**config.mk**
```make
export PLATFORM = sky130hd
export DESIGN_NAME = int_issue_arbiter
export DESIGN_NICKNAME = d
export VERILOG_FILES = /design/src/rtl/issue_arb_pkg.sv /design/src/rtl/issue_unit_pipe.sv /design/src/rtl/issue_arb_dp.sv /design/src/rtl/issue_arb_ctrl.sv /design/src/rtl/int_issue_arbiter.sv
export SDC_FILE = /design/constraint.sdc
export NUM_CORES = 1
export LEC_CHECK = 0
export CAP_MARGIN = 20
export CORE_UTILIZATION = 44
export CTS_CLUSTER_DIAMETER = 100
export DETAILED_ROUTE_END_ITERATION = 16
export PLACE_DENSITY = 0.73
export SETUP_SLACK_MARGIN = 0.4
export SLEW_MARGIN = 20
export SYNTH_ARGS = -nofsm -noshare
export SYNTH_HDL_FRONTEND = slang
export SYNTH_SLANG_ARGS = --single-unit
```
**constraint.sdc**
```tcl
create_clock -name clk -period 1.6 [get_ports clk]
set_clock_uncertainty 0.05 [all_clocks]
set_input_delay 0.32 -clock clk [delete_from_list [all_inputs] [get_ports clk]]
set_output_delay 0.32 -clock clk [all_outputs]
set_load 0.02 [all_outputs]
```
**src/rtl/issue_arb_pkg.sv**
```systemverilog
package issue_arb_pkg;
  typedef enum logic [1:0] {
    OP_ALU  = 2'd0,
    OP_MUL  = 2'd1,
    OP_DIV  = 2'd2,
    OP_BCNT = 2'd3
  } opClassT;

  // Strobes from the arbitration control to the unit pipelines
  typedef struct packed {
    logic mulGo;
    logic divGo;
    logic bcGo;
    logic flush;
  } issueStrobeT;
endpackage

```
**src/rtl/issue_unit_pipe.sv**
```systemverilog
module issue_unit_pipe #(
  parameter int LAT   = 3,
  parameter int TAG_W = 6
) (
  input  logic             clk,
  input  logic             rstN,
  input  logic             go,
  input  logic             flush,
  input  logic [TAG_W-1:0] tagIn,
  output logic             busy,
  output logic             done,
  output logic [TAG_W-1:0] doneTag
);
  logic [LAT-1:0]   stageVld;
  logic [TAG_W-1:0] stageTag [LAT];

  always_ff @(posedge clk or negedge rstN) begin
    if (!rstN) begin
      stageVld <= '0;
    end else if (flush) begin
      stageVld <= '0;
    end else begin
      stageVld[0] <= go;
      for (int k = 1; k < LAT; k++) stageVld[k] <= stageVld[k-1];
    end
  end

  always_ff @(posedge clk) begin
    stageTag[0] <= tagIn;
    for (int k = 1; k < LAT; k++) stageTag[k] <= stageTag[k-1];
  end

  assign busy    = |stageVld;
  assign done    = stageVld[LAT-1] && !flush;
  assign doneTag = stageTag[LAT-1];

  AST_FLUSH_EMPTIES: assert property (@(posedge clk) disable iff (!rstN)
    flush |=> !busy);
  AST_GO_RESERVES: assert property (@(posedge clk) disable iff (!rstN)
    (go && !flush) |=> busy);
endmodule

```
**src/rtl/issue_arb_dp.sv**
```systemverilog
module issue_arb_dp
  import issue_arb_pkg::*;
#(
  parameter int TAG_W   = 6,
  parameter int MUL_LAT = 3,
  parameter int DIV_LAT = 12,
  parameter int BC_LAT  = 2
) (
  input  logic                       clk,
  input  logic                       rstN,
  input  issueStrobeT                strobe,
  input  logic [TAG_W-1:0]           tagLane0,
  input  logic [TAG_W-1:0]           tagLane2,
  output logic [2:0]                 unitBusy,
  output logic [2:0]                 unitDone,
  output logic [2:0][TAG_W-1:0]      unitTag
);
  // unit index: 0 = multiplier, 1 = divider, 2 = bit-count
  localparam int LATS [3] = '{MUL_LAT, DIV_LAT, BC_LAT};

  logic [2:0] unitGo;
  assign unitGo = {strobe.bcGo, strobe.divGo, strobe.mulGo};

  for (genvar u = 0; u < 3; u++) begin : g_unit
    issue_unit_pipe #(.LAT(LATS[u]), .TAG_W(TAG_W)) i_pipe (
      .clk     (clk),
      .rstN    (rstN),
      .go      (unitGo[u]),
      .flush   (strobe.flush),
      .tagIn   ((u == 0) ? tagLane0 : tagLane2),
      .busy    (unitBusy[u]),
      .done    (unitDone[u]),
      .doneTag (unitTag[u])
    );
  end
endmodule

```
**src/rtl/issue_arb_ctrl.sv**
```systemverilog
module issue_arb_ctrl
  import issue_arb_pkg::*;
#(
  parameter int AGE_W = 5
) (
  input  logic             clk,
  input  logic             rstN,
  input  logic             flush,
  input  logic [2:0]       headValid,
  input  logic [5:0]       headClass,
  input  logic [AGE_W-1:0] ageLane0,
  input  logic [AGE_W-1:0] ageLane2,
  input  logic             mulBusy,
  input  logic             divBusy,
  input  logic             bcBusy,
  output logic [2:0]       grant,
  output issueStrobeT      strobe
);
  opClassT cls0, cls1, cls2;
  logic live, mulCand, divCand, mulWin, divWin, bcWin;
  logic alu0, alu1, alu2;

  assign cls0 = opClassT'(headClass[1:0]);
  assign cls1 = opClassT'(headClass[3:2]);
  assign cls2 = opClassT'(headClass[5:4]);

  always_comb begin
    live    = rstN && !flush;
    mulCand = live && headValid[0] && (cls0 == OP_MUL) && !divBusy;
    divCand = live && headValid[2] && (cls2 == OP_DIV) && !mulBusy && !bcBusy;
    mulWin  = mulCand;
    divWin  = divCand;
    if (mulCand && divCand) begin
      if (ageLane2 < ageLane0) mulWin = 1'b0;
      else                     divWin = 1'b0;
    end
    bcWin = live && headValid[2] && (cls2 == OP_BCNT) && !divBusy;
    alu0  = live && headValid[0] && (cls0 == OP_ALU) && !mulBusy;
    alu1  = live && headValid[1] && (cls1 == OP_ALU) && !mulBusy && !divBusy
            && !mulWin && !divWin;
    alu2  = live && headValid[2] && (cls2 == OP_ALU) && !divBusy && !bcBusy;
    grant  = {alu2 | divWin | bcWin, alu1, alu0 | mulWin};
    strobe = '{mulGo: mulWin, divGo: divWin, bcGo: bcWin, flush: flush};
  end

  AST_PIPE1_RESERVED: assert property (@(posedge clk) disable iff (!rstN)
    (mulBusy || divBusy) |-> !grant[1]);
  AST_MUL_BLOCKS_DIV: assert property (@(posedge clk) disable iff (!rstN)
    mulBusy |-> !strobe.divGo);
  AST_DIV_BLOCKS_MUL: assert property (@(posedge clk) disable iff (!rstN)
    divBusy |-> !strobe.mulGo);
  AST_BCNT_OWNS_PIPE2: assert property (@(posedge clk) disable iff (!rstN)
    (bcBusy && grant[2]) |-> (cls2 == OP_BCNT));
  AST_DIV_OWNS_PIPE2: assert property (@(posedge clk) disable iff (!rstN)
    (divBusy && grant[2]) |-> (cls2 == OP_DIV));
  AST_FLUSH_QUIET: assert property (@(posedge clk) disable iff (!rstN)
    flush |-> (grant == 3'b000));
  AST_LANE1_ALU_ONLY: assert property (@(posedge clk) disable iff (!rstN)
    grant[1] |-> (cls1 == OP_ALU));
  AST_GRANT_NEEDS_VALID: assert property (@(posedge clk) disable iff (!rstN)
    (grant & ~headValid) == 3'b000);
endmodule

```
**src/rtl/int_issue_arbiter.sv**
```systemverilog
module int_issue_arbiter
  import issue_arb_pkg::*;
#(
  parameter int TAG_W   = 6,
  parameter int AGE_W   = 5,
  parameter int MUL_LAT = 3,
  parameter int DIV_LAT = 12,
  parameter int BC_LAT  = 2
) (
  input  logic             clk,
  input  logic             rstN,
  input  logic             flush,
  input  logic [2:0]       headValid,
  input  logic [5:0]       headClass,
  input  logic [AGE_W-1:0] ageLane0,
  input  logic [AGE_W-1:0] ageLane2,
  input  logic [TAG_W-1:0] tagLane0,
  input  logic [TAG_W-1:0] tagLane2,
  output logic [2:0]       grant,
  output logic             mulDone,
  output logic [TAG_W-1:0] mulDoneTag,
  output logic             divDone,
  output logic [TAG_W-1:0] divDoneTag,
  output logic             bcDone,
  output logic [TAG_W-1:0] bcDoneTag
);
  issueStrobeT          strobe;
  logic [2:0]           unitBusy, unitDone;
  logic [2:0][TAG_W-1:0] unitTag;

  issue_arb_ctrl #(.AGE_W(AGE_W)) i_ctrl (
    .clk       (clk),
    .rstN      (rstN),
    .flush     (flush),
    .headValid (headValid),
    .headClass (headClass),
    .ageLane0  (ageLane0),
    .ageLane2  (ageLane2),
    .mulBusy   (unitBusy[0]),
    .divBusy   (unitBusy[1]),
    .bcBusy    (unitBusy[2]),
    .grant     (grant),
    .strobe    (strobe)
  );

  issue_arb_dp #(.TAG_W(TAG_W), .MUL_LAT(MUL_LAT), .DIV_LAT(DIV_LAT),
                 .BC_LAT(BC_LAT)) i_dp (
    .clk      (clk),
    .rstN     (rstN),
    .strobe   (strobe),
    .tagLane0 (tagLane0),
    .tagLane2 (tagLane2),
    .unitBusy (unitBusy),
    .unitDone (unitDone),
    .unitTag  (unitTag)
  );

  assign mulDone    = unitDone[0];
  assign mulDoneTag = unitTag[0];
  assign divDone    = unitDone[1];
  assign divDoneTag = unitTag[1];
  assign bcDone     = unitDone[2];
  assign bcDoneTag  = unitTag[2];
endmodule

```
# Word-level counts from Yosys, hierarchy flattened
# Memory sizes are Yosys's and may differ from the RTL's.
# Index checks and enable logic that the tools add are counted.
[word_totals]
n_memories = 3
reg_bits = 17
word_cells = 57
ramBits = 102
inputBits = 34
out_inout_bits = 24
[classes]
n_bitwise = 3
n_reduce_logical = 37
eq_ne = 3
muxes = 7
order_cmp = 1
[memory_table]
columns = ["name", "depth", "width", "rd", "rd_ports_with_merged_regs", "wr", "line_no", "source"]
rows = [
  ["i_dp.g_unit[1].i_pipe.stageTag", 12, 6, 12, 0, 12, "issue_unit_pipe.sv:15", "logic [TAG_W-1:0] stageTag [LAT];"],
  ["i_dp.g_unit[0].i_pipe.stageTag", 3, 6, 3, 0, 3, "issue_unit_pipe.sv:15", ""],
  ["i_dp.g_unit[2].i_pipe.stageTag", 2, 6, 2, 0, 2, "issue_unit_pipe.sv:15", ""],
]
[op_table]
columns = ["operator", "count"]
rows = [
  ["1-bit logical AND", 25],
  ["12-bit 2-to-1 mux", 1],
  ["12-bit OR reduction", 1],
  ["1-bit logical NOT", 6],
  ["2-bit logical NOT", 3],
  ["5-bit < comparator", 1],
  ["2-bit equality test (second input constant)", 2],
  ["1-bit 2-to-1 mux", 4],
  ["3-bit 2-to-1 mux", 1],
  ["1-bit OR", 3],
  ["3-bit OR reduction", 1],
  ["2-bit by 1-bit equality test with 1-bit output (second input constant)", 1],
  ["2-bit 2-to-1 mux", 1],
  ["2-bit OR reduction", 1],
]

# Depth between registers and ports, before layout
# Gate-level depths: netlist of the first run.
[depth]
depth_word = 11
ltp_mapped = 7
mapped_depth_nobuf = 7

# Cells and area by module
# Synthesis of the first run repeated with hierarchy kept, for this count alone.
[hier_totals]
cells_unflattened = 202
hier_area_um2 = 3055.4
[by_module_without_submodules]
columns = ["module", "seq_area_each_um2", "cells_each", "area_each_um2", "n_inst"]
rows = [
  ["issue_unit_pipe (i_dp.g_unit[1].i_pipe)", 1741.7, 108, 1899.3, 1],
  ["issue_unit_pipe (i_dp.g_unit[0].i_pipe)", 435.4, 32, 511.7, 1],
  ["issue_unit_pipe (i_dp.g_unit[2].i_pipe)", 290.3, 24, 360.3, 1],
  ["issue_arb_ctrl", 0.0, 38, 284.0, 1],
]

# Least setup slack after synthesis of the first run
# Ideal clock, no wire load.
[synth_timing]
kind = "in2out"
from = "in ageLane0[2]"
to = "out grant[0]"
path_slack_ps = -209
cell_stages = 7
t_required_ps = 1230
arrival_ps = 1439
path_buffers = 0
cell_sequence = "inv_1 > ha_1 > a21o_1 > a31oi_1 > o21ai_1 > o21a_1 > a31o_1"
[synth_via]
elab_chain_cells = 4
[synth_lines]
columns = ["element", "line_no", "source"]
rows = [
  ["start: declaration", "int_issue_arbiter.sv:15", "input logic [AGE_W-1:0] ageLane0,"],
  ["5-bit < comparator", "issue_arb_ctrl.sv:34", "if (ageLane2 < ageLane0) mulWin = 1'b0;"],
  ["1-bit 2-to-1 mux", "issue_arb_ctrl.sv:34", ""],
  ["1-bit 2-to-1 mux", "issue_arb_ctrl.sv:33", "if (mulCand && divCand) begin"],
  ["1-bit OR", "issue_arb_ctrl.sv:42", "grant = {alu2 | divWin | bcWin, alu1, alu0 | mulWin};"],
  ["end: declaration", "int_issue_arbiter.sv:19", "output logic [2:0] grant,"],
]
# Every way passes these cells.

# Worst setup path in the final report of the first run
[layout_timing]
from = "in ageLane2[2]"
to = "out grant[0]"
[layout_via]
elab_chain_cells = 4
[layout_lines]
columns = ["element", "line_no", "source"]
rows = [
  ["start: declaration", "int_issue_arbiter.sv:16", "input logic [AGE_W-1:0] ageLane2,"],
  ["5-bit < comparator", "issue_arb_ctrl.sv:34", ""],
  ["1-bit 2-to-1 mux", "issue_arb_ctrl.sv:34", ""],
  ["1-bit 2-to-1 mux", "issue_arb_ctrl.sv:33", ""],
  ["1-bit OR", "issue_arb_ctrl.sv:42", ""],
]
# Every way passes these cells.

==> results of run 1 <==
worst reg2reg max path, stage by stage (launching register included):
cell	delay (ns)
dfrtp_1	0.42
nor4_2	0.31
nand3_2	0.16
nor2_2	0.15
a21oi_2	0.08
buf_4	0.13
layer usage:
metal  part of all wire (%)  track usage, %
met1                     45            14.6
met3                    6.5            6.44
met5                      0               0
met4                    1.3            5.89
met2                     47            17.5
logic make-up after synthesis:
kind of cell               after synthesis  synth area share (%)
adders and majority gates                4                  1.80
AOI/OAI and AO/OA                        8                  1.89
muxes                                    1                 0.405
DFF                                    107                  80.2
and+or+nand+nor                         37                  9.87
buffers and inverters                   24                  5.86
power by group through the flow:
stage,Clock (mW),Sequential (mW),Combinational [mW]
finish,1.88,2.82,0.266
CTS,1.95,2.82,0.254
detailed placement,0,2.88,0.252
floorplan,0,2.87,0.120
global route,2.07,2.84,0.288
global placement,0,2.87,0.248
layout by cell type, fill, tap and decap left out, types with 6 or more instances in the layout:
cell type,Yosys,routed
nor2b_1,11,11
buf_6,0,21
dfxtp_1,90,75
buf_4,19,13
dfrtp_1,17,17
and2b_1,7,7
dfxtp_2,0,15
clkbuf_8,0,10
dlygate4sd2_1,0,6
clkdlybuf4s50_1,0,25
cell type report:
cell class | instances | area (um2) | area share, %
repair buffers | 67 | 652 | 17.4
multi-input cells | 50 | 490 | 13.1
clock inverters | 3 | 65.1 | 1.73
clock buffers | 12 | 188 | 5.00
well taps | 75 | 93.8 | 2.50
inverters | 4 | 20.0 | 0.533
flip-flops and latches | 107 | 2250 | 59.8
worst paths after layout:
kind,from,end,cells past startpoint
max in group asynchronous,rstN,i_dp.g_unit[0].i_pipe.stageVld[0],2
min in group clk,flush,i_dp.g_unit[1].i_pipe.stageVld[7],3
hold / removal,rstN,i_dp.g_unit[1].i_pipe.stageVld[0],2
hold reg to reg,i_dp.g_unit[1].i_pipe.stageTag[1][21],i_dp.g_unit[1].i_pipe.stageTag[2][3],0
setup / recovery,ageLane2[2],grant[0],8
setup reg to reg,i_dp.g_unit[1].i_pipe.stageVld[4],i_dp.g_unit[1].i_pipe.stageVld[0],5
sequential cells by signal, summed over array words and instances (netlist names):
register	flops
i_dp.g_unit.i_pipe.stageTag	90
i_dp.g_unit.i_pipe.stageVld	17
per-stage QoR:
stage	setup WS, ns	area, um2	hold WS (ns)	std cells
2_1_floorplan	-0.0884	2810	-0.0256	181
3_3_place_gp	-1.19	3380	0.260	300
3_5_place_dp	-1.20	3380	0.262	300
4_1_cts	-0.611	3660	0.0164	318
5_1_grt	-0.668	3750	0.0491	318
6_report	-0.569	3750	0.0295	318
timing repair:
item	4_1_cts	5_1_grt
endpoints found under the setup margin	27	27
buffers inserted	3	0
pin swaps	8	1
gates resized for setup	153	30
cloned	0	0
==> impl_metrics.ini, run 1 <==
[logic_synthesis]
syn_area_um2 = 2780
synth_top_area_share_pct = 64.9
synth-main-ff-cell = dfxtp_1
yosys-top-cells-count = dfxtp_1 (90), buf_4 (19), dfrtp_1 (17)
ys_seq_area_share_pct = 80.2
synth-seq-cells = 107
synth_edf_count = 0
yosysUniqueCellTypes = 28
synth-warning-count = 0
syn_avg_cell_area_um2 = 15.3
synth_top_area_cell = dfxtp_1
ys_async_sr_fraction_pct = 15.9
yosysMostFrequentCell = dfxtp_1
synthCells = 181
syn_nets = 219
synth_area_leaders = dfxtp_1 (65%), dfrtp_1 (15%), buf_4 (5.1%), nor2b_1 (2.5%), and2b_1 (1.9%)

[timing]
max_freq_ghz = 0.461
setup_violations = 3
min_period_ns = 2.17
fin_crit_sh_pct = 136
relSlewSlack_pct = 83.2
totalNegativeSetupSlack_ns = -1.62
tightest_slew_ns = 0.251
setup_ws_ns = -0.569
rsz0062_at_grt = yes
drv_slew = 0
hold_viol = 0

[min_path]
hold_path.class = in -> async

[setup_path]
crit_required_ns = 1.23
slowest_stage = dlygate4sd2_1
worstSetupEndpointType = primary output
critPathMaxStageDelay_ns = 0.26
cp-start-kind = input pin
crit_chain = dlygate4sd2_1, ha_4, a21o_1, a31oi_1, o21ai_2, o21a_1, a31o_4, buf_6
arrival_ns = 1.80
crit_path_max_fanout = 2
rrSetupSlack_ns = 0.21
crit_family = compound AO/OA/AOI/OAI gates
path_buf_inv = 2
path_class = in -> out

[detailed_routing]
num_vias = 1356
routed_wl_mm = 3.40
routed_via_density = 4.26
drc = 0
antenna_left = 0
post_drt_wl_per_cell_um = 10.7
drt_iter0_drc = 20
firstDrtPassIters = 3

[cells_and_area]
final.fill_count = 454
final_util_pct = 62.7
drive_gt1_share_pct = 35.4
finalNetCount = 277
n_antenna_cell = 0
area_growth_pct = 35.2

[power_and_ir_drop]
total_power_mw = 4.97
p_switching_mw = 0.914
power_per_cell_area_nw_per_um2 = 1320
ir_drop_v = 0.00103
pwr-share-clk_pct = 37.8
swShare_pct = 18.4
pwr-share-comb_pct = 5.3
power_frac_seq_pct = 56.8
p_leak_nw = 1.70
cellInternalPower_mw = 4.05

[floorplanning]
initial_core_util_pct = 46.4
die_h_um = 81.5
die_w_um = 81.5
ios = 58
fp.coreArea_um2 = 5990
dieArea_um2 = 6630
rows = 28

[placed_design]
gp_congestion = 0.712
dpl.hpwl_mm = 2.19
numPortBuffers = 57

[grt]
gr-total-overflow = 0
grt_pass1_vias = 1267
grt_pass1_wl_mm = 5.66
grtUsageTotal_pct = 12.1
grt_start_max_net_pins = 18
antenna_found_initial = 0

[status]
status = finished with violations
violations = negative setup slack

[cts]
cts_made_buffers = 9
ctsHtreeMaxLevel = 3
cts_tree = yes
ctsHoldBuffers = 0
insertion_delay_ns = 0.34
cts.sink_count = 107
clkSlewWorstSetupHoldPaths_ns = 0.09
clock_path_buffers = 2
root_buffer = clkbuf_8

[job]
drv_cap = 0
(Power assumes the default switching activity.)
==> run 2, diff against run 1 <==
--- a/config.mk
+++ b/config.mk
@@ -6,7 +6,9 @@
 export NUM_CORES = 1
 export LEC_CHECK = 0
 export CAP_MARGIN = 20
-export CORE_UTILIZATION = 44
+export CELL_PAD_IN_SITES_DETAIL_PLACEMENT = 1
+export CELL_PAD_IN_SITES_GLOBAL_PLACEMENT = 1
+export CORE_UTILIZATION = 36
 export CTS_CLUSTER_DIAMETER = 100
 export DETAILED_ROUTE_END_ITERATION = 16
 export PLACE_DENSITY = 0.73
==> run 2 against run 1 <==
  * The flow still finishes with violations (negative setup slack)
  * Worst hold slack better by 0.25 ns
  * Sequential power about the same
  * Register-to-register slack worse by 0.04 ns
  * Non-clock buffer count up 4
  * Via count up 1.3%
  * Critical path depth up 1
  * Global-route usage down 0.93 points
  * Final area up 1.6%
  * Worst setup slack worse by 0.0021 ns
  * Count of clock-buffer cells in the layout down 1
  * First-iteration DRC count up 75%
  * Flip-flop and latch count unchanged
  * Critical path type unchanged
  * Largest power group unchanged
==> impl_metrics.ini, run 2 (synthesized netlist as in run 1, its figures left out) <==
[status]
status = finished with violations
violations = negative setup slack

[cells_and_area]
multi_input_area_um2 = 493
n_antenna_cell = 0
final_util_pct = 51.8
final.fill_count = 733
regMostFlops = i_dp.g_unit.i_pipe.stageTag
regArea_um2 = 2250
finalNetCount = 281
area_growth_pct = 37.3
drive_gt1_share_pct = 38.3
final_common_cell = dfxtp_1
final_cell_mix = dfxtp_1 (72), buf_6 (27), clkdlybuf4s50_1 (25)
top_regs = i_dp.g_unit.i_pipe.stageTag (90), i_dp.g_unit.i_pipe.stageVld (17)
largest_reg_flops = 90

[grt]
gr-total-overflow = 0
grt_pass1_vias = 1410
grt_pass1_wl_mm = 6.73
grt_start_max_net_pins = 20
grtUsageTotal_pct = 11.1
antenna_found_initial = 0

[timing]
max_freq_ghz = 0.460
hold_viol = 0
tightest_slew_ns = 0.265
totalNegativeSetupSlack_ns = -1.67
relSlewSlack_pct = 82.3
rsz0062_at_grt = yes
drv_slew = 0
fin_crit_sh_pct = 136
min_period_ns = 2.17
setup_ws_ns = -0.572
setup_violations = 3

[floorplanning]
initial_core_util_pct = 37.7
die_h_um = 89.8
dieArea_um2 = 8070
ios = 58
rows = 31
fp.coreArea_um2 = 7370
die_w_um = 89.8

[detailed_routing]
post_drt_wl_per_cell_um = 11.2
routed_via_density = 3.96
drc = 0
antenna_left = 0
firstDrtPassIters = 2
routed_wl_mm = 3.88
drt_iter0_drc = 35
num_vias = 1374

[cts]
cts_made_buffers = 9
cts_tree = yes
clock_path_buffers = 2
root_buffer = clkbuf_8
cts.sink_count = 107
clkSlewWorstSetupHoldPaths_ns = 0.10
insertion_delay_ns = 0.36
ctsHtreeMaxLevel = 3

[placed_design]
gp_congestion = 0.740
dpl.hpwl_mm = 2.55
numPortBuffers = 57

[power_and_ir_drop]
p_leak_nw = 1.70
power_per_cell_area_nw_per_um2 = 1240
ir_drop_v = 0.000756

[setup_path]
cp-start-kind = input pin
arrival_ns = 1.80
crit_required_ns = 1.23
crit_path_max_fanout = 2
path_class = in -> out
reg2regPathDepth = 5
worstSetupEndpointType = primary output

[min_path]
hold_path.class = reg -> reg
hold_depth = 0

[job]
drv_cap = 0
run 2: critical path, stage by stage:
cell and delay [ns]:
clkdlybuf4s15_2 0.22, inv_6 0.03, ha_4 0.21, a21o_1 0.18
a31oi_2 0.18, o21ai_2 0.11, o21a_1 0.22, a31o_4 0.21
buf_6 0.12
run 2: timing repair:
item | CTS | global route
endpoints found under the hold margin | 17 | 0
setup endpoints to repair | 27 | 27
pin swaps | 12 | 2
buffers inserted | 3 | 0
hold buffers | 1 | 0
gates resized for setup | 194 | 3
run 2: where the power goes:
part           total [mW]  switching, mW  internal [mW]
registers            2.83         0.0337           2.80
clock network        1.63          0.893          0.739
logic               0.283          0.113          0.170
run 2: cell type report:
cell class	instances	share of cell area (%)
well taps	99	3.25
clock inverters	5	1.28
multi-input cells	50	12.9
clock buffers	11	4.26
inverters	4	0.525
repair buffers	71	18.8
flip-flops and latches	107	59.0
run 2: final timing paths:
path / slack (ns) / from / endpoint
min: 0.28 / i_dp.g_unit[1].i_pipe.stageTag[1][22] / i_dp.g_unit[1].i_pipe.stageTag[2][4]
min reg2reg: 0.28 / i_dp.g_unit[1].i_pipe.stageTag[1][22] / i_dp.g_unit[1].i_pipe.stageTag[2][4]
max reg2reg: 0.17 / i_dp.g_unit[1].i_pipe.stageVld[0] / i_dp.g_unit[0].i_pipe.stageVld[0]
max in group asynchronous: 0.78 / rstN / i_dp.g_unit[0].i_pipe.stageVld[1]
max: -0.57 / ageLane0[2] / grant[0]
min in group asynchronous: 0.53 / rstN / i_dp.g_unit[2].i_pipe.stageVld[1]
run 2: through the flow:
stage          total power [mW]  cells  hold slack (ns)  setup WS, ns  area, um2
3_5_place_dp               3.14    327            0.263         -1.28       3430
4_1_cts                    4.81    347            0.279        -0.607       3800
5_1_grt                    4.97    347            0.279        -0.694       3810
6_report                   4.74    347            0.278        -0.572       3810
2_1_floorplan              2.99    181          -0.0256       -0.0884       2810
3_3_place_gp               3.12    327            0.260         -1.18       3430
run 2: routing by layer:
layer  wire, um  part of all wire [%]  global-route usage (%)  vias up
met3        194                   5.0                    4.65       15
li1           -                     -                       -      681
met5          0                     0                       0        -
met1       1580                    41                    12.2      640
met4        148                   3.8                    8.20        0
met2       1950                    50                    17.3       38
